## config.mk

```make
export PLATFORM = sky130hd
export DESIGN_NAME = lsu_word_unit
export DESIGN_NICKNAME = d
export VERILOG_FILES = /design/src/rtl/lsu_pkg.sv /design/src/rtl/lsu_addr_gen.sv /design/src/rtl/lsu_lane_swap.sv /design/src/rtl/lsu_resp.sv /design/src/rtl/lsu_word_unit.sv
export SDC_FILE = /design/constraint.sdc
export NUM_CORES = 1
export LEC_CHECK = 0
export BUFFER_PORTS_ARGS = -buffer_cell sky130_fd_sc_hd__buf_2
export CAP_MARGIN = 10
export CELL_PAD_IN_SITES_DETAIL_PLACEMENT = 1
export CELL_PAD_IN_SITES_GLOBAL_PLACEMENT = 1
export CORE_MARGIN = 2
export CORE_UTILIZATION = 24
export DETAILED_ROUTE_END_ITERATION = 12
export PLACE_DENSITY_LB_ADDON = 0.1
export SYNTH_ARGS = -nofsm -noshare
export SYNTH_HDL_FRONTEND = slang
export SYNTH_SLANG_ARGS = --single-unit
```

## constraint.sdc

```tcl
create_clock -name clk -period 2.57 [get_ports clk]
set_clock_uncertainty 0.05 [all_clocks]
set_input_delay 0.257 -clock clk [delete_from_list [all_inputs] [get_ports clk]]
set_output_delay 0.257 -clock clk [all_outputs]
set_load 0.02 [all_outputs]
```

## src/rtl/lsu_pkg.sv

```systemverilog
package lsu_pkg;

  typedef enum logic [1:0] {
    LSU_IDLE  = 2'd0,
    LSU_LOAD  = 2'd1,
    LSU_STORE = 2'd2
  } lsu_cmd_e;

  localparam int BYTE_W = 8;

endpackage

```

## src/rtl/lsu_addr_gen.sv

```systemverilog
module lsu_addr_gen #(
  parameter int ADDR_W  = 32,
  parameter int OFFS_W  = 16,
  parameter int ALIGN_W = 2
) (
  input  logic [ADDR_W-1:0] base_i,
  input  logic [OFFS_W-1:0] offs_i,
  output logic [ADDR_W-1:0] ea_o,
  output logic              misal_o
);

  localparam int EXT_W = ADDR_W - OFFS_W;

  logic [ADDR_W-1:0] offs_ext;

  always_comb begin
    offs_ext = {{EXT_W{offs_i[OFFS_W-1]}}, offs_i};
    ea_o     = base_i + offs_ext;
    misal_o  = |ea_o[ALIGN_W-1:0];
  end

endmodule

```

## src/rtl/lsu_lane_swap.sv

```systemverilog
module lsu_lane_swap #(
  parameter int DATA_W = 32
) (
  input  logic [DATA_W-1:0] din,
  output logic [DATA_W-1:0] dout
);

  localparam int LANES = DATA_W / lsu_pkg::BYTE_W;
  localparam int BW    = lsu_pkg::BYTE_W;

  for (genvar k = 0; k < LANES; k++) begin : g_lane
    assign dout[BW*k +: BW] = din[DATA_W-BW*(k+1) +: BW];
  end

endmodule

```

## src/rtl/lsu_resp.sv

```systemverilog
module lsu_resp (
  input  logic clk,
  input  logic rst_n,
  input  logic load_go,
  input  logic bad_req,
  output logic ld_valid_o,
  output logic fault_o
);

  logic valid_q, valid_d;
  logic fault_q, fault_d;
  logic upd_en;

  always_comb begin
    valid_d = load_go;
    fault_d = bad_req;
    upd_en  = load_go | bad_req | valid_q | fault_q;
  end

  always_ff @(posedge clk or negedge rst_n) begin
    if (!rst_n) begin
      valid_q <= 1'b0;
      fault_q <= 1'b0;
    end else if (upd_en) begin
      valid_q <= valid_d;
      fault_q <= fault_d;
    end
  end

  assign ld_valid_o = valid_q;
  assign fault_o    = fault_q;

endmodule

```

## src/rtl/lsu_word_unit.sv

```systemverilog
module lsu_word_unit
  import lsu_pkg::*;
#(
  parameter int ADDR_W = 32,
  parameter int OFFS_W = 16,
  parameter int DATA_W = 32
) (
  input  logic                                   clk,
  input  logic                                   rst_n,
  input  logic [1:0]                             req_cmd,
  input  logic [ADDR_W-1:0]                      req_base,
  input  logic [OFFS_W-1:0]                      req_offs,
  input  logic [DATA_W-1:0]                      req_wdata,
  output logic [ADDR_W-$clog2(DATA_W/8)-1:0]     mem_idx,
  output logic                                   mem_re,
  output logic                                   mem_we,
  output logic [DATA_W/8-1:0]                    mem_be,
  output logic [DATA_W-1:0]                      mem_wdata,
  input  logic [DATA_W-1:0]                      mem_rdata,
  output logic                                   ld_valid,
  output logic [DATA_W-1:0]                      ld_data,
  output logic                                   fault
);

  localparam int LANES   = DATA_W / BYTE_W;
  localparam int ALIGN_W = $clog2(LANES);

  lsu_cmd_e          cmd;
  logic [ADDR_W-1:0] ea;
  logic              misal;
  logic              acc;
  logic              go;
  logic [DATA_W-1:0] rd_swapped;

  always_comb begin
    case (req_cmd)
      2'd1:    cmd = LSU_LOAD;
      2'd2:    cmd = LSU_STORE;
      default: cmd = LSU_IDLE;
    endcase
  end

  lsu_addr_gen #(
    .ADDR_W (ADDR_W),
    .OFFS_W (OFFS_W),
    .ALIGN_W(ALIGN_W)
  ) u_agen (
    .base_i (req_base),
    .offs_i (req_offs),
    .ea_o   (ea),
    .misal_o(misal)
  );

  always_comb begin
    acc     = (cmd != LSU_IDLE);
    go      = acc && !misal;
    mem_idx = ea[ADDR_W-1:ALIGN_W];
    mem_re  = go && (cmd == LSU_LOAD);
    mem_we  = go && (cmd == LSU_STORE);
    mem_be  = go ? {LANES{1'b1}} : {LANES{1'b0}};
  end

  lsu_lane_swap #(.DATA_W(DATA_W)) u_st_swap (
    .din (req_wdata),
    .dout(mem_wdata)
  );

  lsu_lane_swap #(.DATA_W(DATA_W)) u_ld_swap (
    .din (mem_rdata),
    .dout(rd_swapped)
  );

  lsu_resp u_resp (
    .clk       (clk),
    .rst_n     (rst_n),
    .load_go   (mem_re),
    .bad_req   (acc && misal),
    .ld_valid_o(ld_valid),
    .fault_o   (fault)
  );

  assign ld_data = ld_valid ? rd_swapped : '0;

endmodule

```

==> metrics.yaml <==
outcome:
  status: "complete, but fails checks"
  violations: "setup timing"
logic_synthesis:
  synthMuxAreaShare: 0
  ys_types: 49
  ys_seq_elements: 2
  yosysSeqAreaShare: 0.0213
  ys_async_sr_fraction: 1.00
  synthFlopType: "dfrtp_1"
  synth-simple-area-share: 0.218
  synthXorXnorAreaFrac: 0.108
  synth_fa_ha_area_frac: 0.189
  syn_nets: 475
  synth_top_family_by_area: "compound AO/OA/AOI/OAI gates"
  netlist_area_sq_um: 2350
  yosysWarnings: 0
  syn_inst: 324
  synth_edf_count: 0
  syn_area_per_cell_sq_um: 7.26
  synth_compound_area_frac: 0.323
die:
  rows: 36
  core-area_sq_um: 9640
  dieArea_sq_um: 10600
  io_pins: 218
  initial_core_util: 0.244
  die_h_um: 103
  fp.dieW_um: 103
global_route:
  grt_first_pass_wirelength_mm: 13.3
  grt_overflow: 0
  first_global_vias: 2864
  globalRouteTotalUtil: 0.154
  antenna_found_initial: 0
  grt_max_degree: 36
drt:
  post_drt_wl_per_cell_um: 14.1
  drtPass1Iterations: 4
  final_antenna_net_count: 0
  vias: 3066
  first_iter_violations: 23
  via_per_inst: 4.79
  drc: 0
  wl_mm: 9.00
timing:
  relSlewSlack: 0.541
  finalCriticalPeriod_ps: 2600
  timing.final.crit_share: 1.01
  finalSetupViolCount: 1
  rsz0062_at_grt: "yes"
  final_hold_viol_count: 0
  worst_slack_ps: -35.0
  tightest_slew_ps: 688
  max_freq_mhz: 384
  holdWs_ps: 316
  fin_tns_setup_ps: -35.0
  maxSlewViolCount: 0
clocking:
  cts_sinks: 2
  root_buffer: "clkbuf_8"
  numCtsBuffers: 3
  clockBufferDepth: 2
  h-tree-depth: 1
  cts.clk_slew.worst_paths_ps: 30
  clock_latency_ps: 210
  cts_tree: "built"
cells_and_area:
  areaGrowthSynthToFinish_pct: 63.5
  fin_util: 0.399
  final_area_sq_um: 3840
  drive_gt1_frac: 0.527
  finish.net_count: 660
  diodes: 0
worst_setup_path:
  slowest_stage: "a2111oi_4"
  cpLargestDelayFamily: "compound AO/OA/AOI/OAI gates"
  rr_worst_depth: 2
  r2r_slack_ps: 1310
  worstSetupPathType: "input port to primary output"
  r2r_start: "u_resp.ld_valid_o$_DFFE_PN0P_"
  crit_buf_inv: 3
  slowest_delay_ps: 390
  cp-start-kind: "input port"
  reg2reg_to: "u_resp.fault_o$_DFFE_PN0P_"
  critPathArrivalTime_ps: 2300
  cp.required_ps: 2260
  crit_top_cell: "buf_6"
  path_max_fanout: 4
  crit_start: "req_offs[15]"
  path_cells: "buf_6 > ha_4 > a21oi_4 > o21ai_2 > a2111oi_4 > buf_4 > o31ai_2 > a31oi_4 > nor4_2 > a311o_1 > buf_6"
  crit_path_end_kind: "primary output"
power:
  p_leak_uw: 0.00200
  powerDensity_nw_per_um2: 328
  power.total_uw: 1260
  irDropWorstVdd_uv: 163
flow_run:
  max_cap_viol_count: 0
placed_design:
  dpl.hpwl_mm: 7.62
  portBuffers: 153
  dpl-instance-area_sq_um: 3460
  place_congestion: 0.799
worst_hold_path:
  min_path_type: "input port to asynchronous set/reset pin"
==> layout make-up <==
class                   count  area [sq um]
flip-flops and latches      2          50.0
inverters                   9          33.8
multi-input cells         270          2200
clock buffers               3          41.3
well taps                 133           166
fillers                  1275          5790
repair buffers            223          1350
==> flip-flops by register name, indices dropped and copies added, names as in the netlist <==
register	count
u_resp.fault_o	1
u_resp.ld_valid_o	1
==> how the worst max path moves through the flow <==
stage | endpoint | slack [ps] | cells after the start
6_report | mem_idx[27] | -30 | 11
5_1_grt | mem_idx[27] | -130 | 11
4_1_cts | mem_idx[26] | -80 | 11
3_5_place_dp | mem_idx[16] | -300 | 11
3_3_place_gp | mem_idx[27] | -270 | 11
2_1_floorplan | mem_idx[22] | 30 | 9
==> routing by layer <==
| metal | vias up | wire (um) | global-route usage |
|---|---|---|---|
| met5 | - | 0 | 0 |
| met4 | 0 | 58 | 0.0213 |
| met3 | 6 | 776 | 0.0285 |
| met2 | 148 | 4450 | 0.287 |
| met1 | 1409 | 3720 | 0.188 |
| li1 | 1503 | - | - |
==> cells in the mapped netlist, drive strengths merged, types with 2 or more instances <==
library cell / number / area [sq um]
nand3: 7 / 35.0
nand4: 2 / 12.5
a21oi: 40 / 211
o31a: 2 / 26.3
xnor2: 18 / 158
a31oi: 2 / 27.5
nor4: 2 / 12.5
nand2: 18 / 67.6
buf: 36 / 270
dfrtp: 2 / 50.1
nor2: 16 / 60.1
o211ai: 6 / 45.0
inv: 9 / 33.8
a211o: 3 / 26.3
xor2: 11 / 96.3
o21bai: 3 / 22.5
nor2b: 3 / 18.8
o21a: 6 / 45.0
and2: 38 / 238
and3: 2 / 12.5
a211oi: 5 / 42.5
o221ai: 2 / 23.8
clkbuf: 7 / 27.5
o21ai: 18 / 93.8
a21o: 12 / 90.1
ha: 34 / 425
o31ai: 3 / 22.5
nor3: 4 / 20.0
==> through the flow <==
step,instances,setup WS (ps)
after global routing,640,-128
after global placement,630,-272
after CTS,638,-75.7
after floorplan,324,33.6
final,640,-35.0
after detailed placement,630,-298
==> worst register-to-register path, stage by stage (launching register included) <==
cell and delay (ps):
dfrtp_1 620, nor4_1 390, nor3_1 70
==> repair_timing <==
item                                    CTS  global route
pin swaps                                23            23
gates cloned                              0             0
resized for setup                        34            27
hold endpoints to repair                  2             0
buffers inserted                          4             2
endpoints found under the setup margin   15            16
hold buffers                              1             0
==> logic make-up (layout without fill, tap and decap cells) <==
logic type	count (synthesis)	in the layout
xor gates and xnor gates	29	29
adders and majority gates	35	35
and+or+nand+nor	96	96
buffers and inverters	52	235
DFF	2	2
AOI/OAI and AO/OA	110	110
==> placed cells by master (no fill, tap or decap), types with 6 or more instances in the layout <==
master,instances
xnor2_1,17
inv_1,9
buf_4,76
ha_1,25
o21a_1,6
a21o_1,12
o21ai_1,7
xor2_1,11
o21ai_0,8
buf_2,140
a21oi_2,9
ha_4,7
nor2_1,14
o211ai_1,6
nand2_1,17
nand3_1,7
buf_6,6
and2_1,38
a21oi_1,28
==> where the power goes <==
part           switching (uW)  leakage (uW)  internal, uW  total [uW]
Sequential               3.63     0.0000270          34.1        37.8
Clock                    26.7     0.0000216          99.2         126
Combinational             588       0.00195           508        1100
Total                     618       0.00200           641        1260
Power figures use the tool's default switching activity.
